File: config.mk
export PLATFORM = sky130hd
export DESIGN_NAME = rdcpl_tx
export DESIGN_NICKNAME = d
export VERILOG_FILES = /design/src/rtl/rdcpl_pkg.sv /design/src/rtl/rdcpl_dpath.sv /design/src/rtl/rdcpl_ctrl.sv /design/src/rtl/rdcpl_tx.sv
export SDC_FILE = /design/constraint.sdc
export NUM_CORES = 1
export LEC_CHECK = 0
export BUFFER_PORTS_ARGS = -buffer_cell sky130_fd_sc_hd__buf_4
export CAP_MARGIN = 0
export CELL_PAD_IN_SITES_DETAIL_PLACEMENT = 0
export CELL_PAD_IN_SITES_GLOBAL_PLACEMENT = 1
export CORE_ASPECT_RATIO = 1.4
export CORE_MARGIN = 2
export CORE_UTILIZATION = 35
export CTS_CLUSTER_SIZE = 12
export DETAILED_ROUTE_END_ITERATION = 8
export GPL_ROUTABILITY_DRIVEN = 0
export PLACE_DENSITY_LB_ADDON = 0.08
export SYNTH_ARGS = -nofsm -noshare
export SYNTH_HDL_FRONTEND = slang
export SYNTH_HIERARCHICAL = 1
export SYNTH_SLANG_ARGS = --single-unit
File: constraint.sdc
create_clock -name clk -period 1.7 [get_ports clk]
set_input_delay 0.34 -clock clk [delete_from_list [all_inputs] [get_ports clk]]
set_output_delay 0.34 -clock clk [all_outputs]
set_load 0.005 [all_outputs]
File: src/rtl/rdcpl_pkg.sv
package rdcpl_pkg;

  localparam logic [31:0] CPL_HDR0  = 32'h4A00_0001;
  localparam logic [1:0]  LAST_BEAT = 2'd3;

  typedef enum logic {ST_IDLE, ST_ACTIVE} rdState_e;

  typedef struct packed {
    logic capReq;
    logic capData;
    logic forceOnes;
    logic beatAdv;
  } ctrlStrb_t;

endpackage

File: src/rtl/rdcpl_dpath.sv
module rdcpl_dpath
  import rdcpl_pkg::*;
#(
  parameter int          ADDR_W = 16,
  parameter logic [15:0] CPL_ID = 16'h0100
) (
  input  logic              clk,
  input  logic              rstN,
  input  ctrlStrb_t         strb,
  input  logic [15:0]       reqReqId,
  input  logic [7:0]        reqTag,
  input  logic [11:0]       reqByteCnt,
  input  logic [ADDR_W-1:0] reqAddr,
  input  logic [31:0]       busData,
  output logic [ADDR_W-1:0] busAddr,
  output logic [31:0]       txData,
  output logic [1:0]        beatIdx
);

  logic [15:0]       ridQ;
  logic [7:0]        tagQ;
  logic [11:0]       bcQ;
  logic [ADDR_W-1:0] addrQ;
  logic [31:0]       dataQ;
  logic [1:0]        beatQ;

  always_ff @(posedge clk or negedge rstN) begin
    if (!rstN) begin
      ridQ  <= '0;
      tagQ  <= '0;
      bcQ   <= '0;
      addrQ <= '0;
    end else if (strb.capReq) begin
      ridQ  <= reqReqId;
      tagQ  <= reqTag;
      bcQ   <= reqByteCnt;
      addrQ <= reqAddr;
    end
  end

  always_ff @(posedge clk or negedge rstN) begin
    if (!rstN)               dataQ <= '0;
    else if (strb.forceOnes) dataQ <= '1;
    else if (strb.capData)   dataQ <= busData;
  end

  always_ff @(posedge clk or negedge rstN) begin
    if (!rstN)             beatQ <= '0;
    else if (strb.capReq)  beatQ <= '0;
    else if (strb.beatAdv) beatQ <= beatQ + 2'd1;
  end

  always_comb begin
    case (beatQ)
      2'd0:    txData = CPL_HDR0;
      2'd1:    txData = {CPL_ID, 4'h0, bcQ};
      2'd2:    txData = {ridQ, tagQ, 8'h00};
      default: txData = dataQ;
    endcase
  end

  assign busAddr = addrQ;
  assign beatIdx = beatQ;

  AST_CAP_EXCLUSIVE: assert property (@(posedge clk) disable iff (!rstN)
    !(strb.capReq && strb.beatAdv));

endmodule

File: src/rtl/rdcpl_ctrl.sv
module rdcpl_ctrl
  import rdcpl_pkg::*;
#(
  parameter int TIMEOUT_CYC = 250
) (
  input  logic      clk,
  input  logic      rstN,
  input  logic      reqValid,
  output logic      reqReady,
  input  logic      busAck,
  output logic      busRd,
  input  logic      txReady,
  output logic      txValid,
  output logic      txSop,
  output logic      txEop,
  input  logic [1:0] beatIdx,
  output logic      irqReq,
  output logic      statusTimeout,
  input  logic      statusClr,
  output ctrlStrb_t strb
);

  localparam int CNT_W = $clog2(TIMEOUT_CYC + 1);
  localparam logic [CNT_W-1:0] LAST_WAIT = CNT_W'(TIMEOUT_CYC - 1);

  rdState_e        state;
  logic            busPend, dataRdy, irqQ, stickyQ;
  logic [CNT_W-1:0] wdCnt;
  logic            accept, hdrLeft, fire, done, ackHit, tmo;

  always_comb begin
    reqReady       = (state == ST_IDLE);
    accept         = reqReady && reqValid;
    hdrLeft        = (beatIdx != LAST_BEAT);
    txValid        = (state == ST_ACTIVE) && (hdrLeft || dataRdy);
    txSop          = txValid && (beatIdx == 2'd0);
    txEop          = txValid && !hdrLeft;
    fire           = txValid && txReady;
    done           = fire && !hdrLeft;
    ackHit         = busPend && busAck;
    tmo            = busPend && !busAck && (wdCnt == LAST_WAIT);
    strb.capReq    = accept;
    strb.capData   = ackHit;
    strb.forceOnes = tmo;
    strb.beatAdv   = fire;
  end

  always_ff @(posedge clk or negedge rstN) begin
    if (!rstN) begin
      state   <= ST_IDLE;
      busPend <= 1'b0;
      dataRdy <= 1'b0;
      wdCnt   <= '0;
      irqQ    <= 1'b0;
      stickyQ <= 1'b0;
    end else begin
      if (accept)    state <= ST_ACTIVE;
      else if (done) state <= ST_IDLE;

      if (accept)             busPend <= 1'b1;
      else if (ackHit || tmo) busPend <= 1'b0;

      if (accept)             dataRdy <= 1'b0;
      else if (ackHit || tmo) dataRdy <= 1'b1;

      if (accept)       wdCnt <= '0;
      else if (busPend) wdCnt <= wdCnt + 1'b1;

      irqQ <= tmo;

      if (tmo)            stickyQ <= 1'b1;
      else if (statusClr) stickyQ <= 1'b0;
    end
  end

  assign busRd         = busPend;
  assign irqReq        = irqQ;
  assign statusTimeout = stickyQ;

  AST_EOP_GAP: assert property (@(posedge clk) disable iff (!rstN)
    (txValid && txReady && txEop) |=> !txValid);
  AST_IRQ_PULSE: assert property (@(posedge clk) disable iff (!rstN)
    irqReq |=> !irqReq);
  AST_IRQ_AFTER_BUS: assert property (@(posedge clk) disable iff (!rstN)
    $rose(irqReq) |-> $fell(busRd));
  AST_BUSY_REFUSE: assert property (@(posedge clk) disable iff (!rstN)
    (reqValid && reqReady) |=> !reqReady);
  AST_STICKY_HOLD: assert property (@(posedge clk) disable iff (!rstN)
    (statusTimeout && !statusClr) |=> statusTimeout);
  AST_WD_LIMIT: assert property (@(posedge clk) disable iff (!rstN)
    busRd |-> (wdCnt < CNT_W'(TIMEOUT_CYC)));
  AST_SOP_ONLY_BEAT0: assert property (@(posedge clk) disable iff (!rstN)
    (txValid && txReady && txSop) |=> !txSop);

endmodule

File: src/rtl/rdcpl_tx.sv
module rdcpl_tx
  import rdcpl_pkg::*;
#(
  parameter int          ADDR_W      = 16,
  parameter int          TIMEOUT_CYC = 250,
  parameter logic [15:0] CPL_ID      = 16'h0100
) (
  input  logic              clk,
  input  logic              rstN,
  input  logic              reqValid,
  output logic              reqReady,
  input  logic [15:0]       reqReqId,
  input  logic [7:0]        reqTag,
  input  logic [11:0]       reqByteCnt,
  input  logic [ADDR_W-1:0] reqAddr,
  output logic              busRd,
  output logic [ADDR_W-1:0] busAddr,
  input  logic              busAck,
  input  logic [31:0]       busData,
  output logic              txValid,
  output logic              txSop,
  output logic              txEop,
  output logic [31:0]       txData,
  input  logic              txReady,
  output logic              irqReq,
  output logic              statusTimeout,
  input  logic              statusClr
);

  ctrlStrb_t  strb;
  logic [1:0] beatIdx;

  rdcpl_ctrl #(.TIMEOUT_CYC(TIMEOUT_CYC)) u_ctrl (
    .clk(clk), .rstN(rstN), .reqValid(reqValid), .reqReady(reqReady),
    .busAck(busAck), .busRd(busRd), .txReady(txReady), .txValid(txValid),
    .txSop(txSop), .txEop(txEop), .beatIdx(beatIdx), .irqReq(irqReq),
    .statusTimeout(statusTimeout), .statusClr(statusClr), .strb(strb)
  );

  rdcpl_dpath #(.ADDR_W(ADDR_W), .CPL_ID(CPL_ID)) u_dpath (
    .clk(clk), .rstN(rstN), .strb(strb), .reqReqId(reqReqId), .reqTag(reqTag),
    .reqByteCnt(reqByteCnt), .reqAddr(reqAddr), .busData(busData),
    .busAddr(busAddr), .txData(txData), .beatIdx(beatIdx)
  );

  AST_STALL_HOLD: assert property (@(posedge clk) disable iff (!rstN)
    (txValid && !txReady) |=> (txValid && $stable(txData)));

endmodule

==> results.toml <==
[critical_path]
r2r-start = "u_ctrl/wdCnt[3]$_DFFE_PN0P_"
criticalPathCategory = "register to output pin"
cp_max_fo = 12
end_kind = "output pin"
crit_arrival_ns = 1.59
crit_start = "u_dpath/beatIdx[1]$_DFFE_PN0P_"
crit_path_start_kind = "register"
cp.required_ns = 1.36

[clock_network]
cts_sinks = 99
cts_root_buf = "clkbuf_16"
clk_path_buf_depth = 2
tritoncts = "built"
clkTransAtPathRegs_ns = 0.07
clock_latency_ns = 0.34
h-tree-depth = 3
numCtsBuffers = 9

[cells_and_area]
layoutNonFillerInstCount = 694
nets = 632
drive_gt1_share_pct = 39.9
final_area_um2 = 6350
n_antenna_cell = 0
area_growth_pct = 39.0

[synth]
avgSynthCellArea_um2 = 11.6
syn_nets = 488
synth_enable_flop_cells = 0
seq_area_frac_synth_pct = 54.3
synth_top_family_by_area = "compound AO/OA/AOI/OAI gates"
mappedNetlistArea_um2 = 4570
synth_xor_area_share_pct = 0.959
synth-seq-cells = 99
synth_cell_types = 36
synth_compound_area_share_pct = 13.0
synthAdderAreaFrac_pct = 1.64
ys_async_sr_fraction_pct = 100
yosysWarningCount = 6
ys.flop_type = "dfrtp_1"
synthSimpleGateAreaFrac_pct = 11.3
synthCells = 392
muxShareOfSynthArea_pct = 13.0

[grt]
grt_max_degree = 46
top_usage_layer = "met2"
grt_pass1_wl_mm = 18.8
grt.met3_usage_pct = 4.44
grt_use_met2_pct = 30.2
antenna_found_initial = 0
use_met1_pct = 20.9
grt_pass1_vias = 3711
grt_overflow = 0
grt_util_all_layers_pct = 17.4

[status]
status = "complete, but fails checks"
violations = "setup timing"

[min_path]
hold_path.class = "input port to register"
min_from = "statusClr"

[timing]
tightest_slew_ns = 0.508
final.period_utilization_pct = 114
fmax_mhz = 518
finalMaxSlewViolations = 0
rsz0062_at_grt = "yes"
min_period_ns = 1.93
slew_headroom_pct = 66.1
finalSetupViolations = 32
layout_setup_ws_ns = -0.232
final-hold-violation-count = 0
skew_ns = 0.00636
worst_hold_slack_ns = 0.199

[floorplan]
die_area_um2 = 14000
die_w_um = 101
die_height_um = 139
rows = 49
core_um2 = 12800
initial_core_util_pct = 35.6
ios = 145

[route]
drc = 0
vias_per_cell = 4.95
wl_per_cell_um = 16.9
drtIter0Drc = 96
firstDrtPassIters = 4
drt_wl_total_mm = 11.7
vias = 3436
antenna_left = 0

[place]
dpl_worst_slack_ns = -0.0466
place_area_um2 = 5830
placed_cells = 674
portBuffers = 144
dp_hpwl_mm = 8.13

[pwr]
finalPower_mw = 11.1
powerDensity_nw_per_um2 = 1740
leakage_nw = 3.11
ir_drop_mv = 0.715

[job]
drv_cap = 0
-- cells in the final DEF (no fill, tap or decap), types with 4 or more instances in the layout --
cell type / count
dfrtp_1: 98
nor2b_1: 28
o21ai_1: 14
buf_4: 151
and2b_1: 4
inv_1: 7
mux2_2: 4
a22oi_2: 4
a211o_1: 32
buf_12: 9
nor2_1: 10
o21ai_0: 5
a21oi_1: 4
clkbuf_16: 9
mux2_1: 48
a22o_1: 6
nand2_1: 46
o21ai_2: 11
-- cells by family after synthesis --
family          count (synthesis)
mux                            53
simple gates                  104
buf+inv                        39
flops                          99
xor+xnor                        5
compound gates                 86
fa+ha+maj                       6
-- through the flow --
step	util, %	TNS (ns)
3_3_place_gp	45.5	-0.0172
4_1_cts	49.0	-6.89
6_report	49.5	-5.87
3_5_place_dp	45.5	-0.0466
2_1_floorplan	-	0
5_1_grt	49.5	-8.38
-- cells in the mapped netlist (4+ instances only) --
library cell	instances	area share, %
clkbuf_1	8	0.66
o21ai_0	10	1.1
o21ai_1	21	2.3
mux2_1	48	12
and2b_1	5	0.82
a211o_1	32	6.1
nor2b_1	28	3.8
a22o_1	6	1.2
nor2_1	11	0.90
mux2_2	4	0.99
inv_1	8	0.66
a21oi_1	9	0.99
a22oi_1	4	0.66
buf_2	8	0.88
ha_1	6	1.6
buf_8	4	1.3
buf_4	4	0.66
buf_6	6	1.5
nand2_1	48	3.9
dfrtp_1	99	54
-- routing by layer --
metal	up-vias	wire (µm)
met5	-	0
li1	1652	-
met1	1693	4850
met4	0	142
met2	83	6100
met3	8	625
-- worst max-delay path, cell delays in order (launching register included) --
cell     delay [ns]
dfrtp_1        0.41
buf_4          0.15
ha_4           0.19
buf_12         0.15
a21oi_2        0.14
o21ai_1        0.07
buf_4          0.14
-- worst paths after layout --
check | depth (start not counted) | to | slack (ns)
hold / removal | 2 | u_ctrl/statusTimeout$_DFFE_PN0P_ | 0.20
setup / recovery | 6 | txData[25] | -0.23
max in group asynchronous | 3 | u_dpath/dataQ[8]$_DFFE_PN0P_ | 0.66
hold reg to reg | 1 | u_dpath/ridQ[6]$_DFFE_PN0P_ | 0.49
setup reg to reg | 5 | u_dpath/dataQ[13]$_DFFE_PN0P_ | 0.14
min in group asynchronous | 2 | u_dpath/bcQ[4]$_DFFE_PN0P_ | 0.49
-- sequential cells by signal, indices dropped and copies added (netlist names), 2 cells and up --
name / flops
u_dpath/ridQ: 16
u_dpath/bcQ: 12
u_dpath/dataQ: 32
u_dpath/beatIdx: 2
u_dpath/tagQ: 8
u_dpath/busAddr: 16
u_ctrl/wdCnt: 8
-- timing repair --
| action | CTS | global route |
|---|---|---|
| hold buffers | 1 | 0 |
| resized for setup | 30 | 18 |
| setup endpoints to repair | 34 | 34 |
| cloned | 1 | 0 |
| pin swaps | 2 | 2 |
| buffers inserted | 4 | 0 |
| endpoints found under the hold margin | 28 | 0 |
-- where the power goes --
part	switching, mW	internal (mW)	leakage, nW
clock	0.873	1.19	0.142
sequential	0.664	3.47	1.22
combinational	2.11	2.78	1.75
total	3.64	7.43	3.11
-- layout make-up --
class	instances	area [µm²]
flip-flops and latches	99	2480
fillers	1206	6470
repair buffers	163	1360
well taps	153	191
clock inverters	5	62.6
inverters	9	33.8
clock buffers	11	243
multi-input cells	254	1970
(Power assumes the default switching activity.)
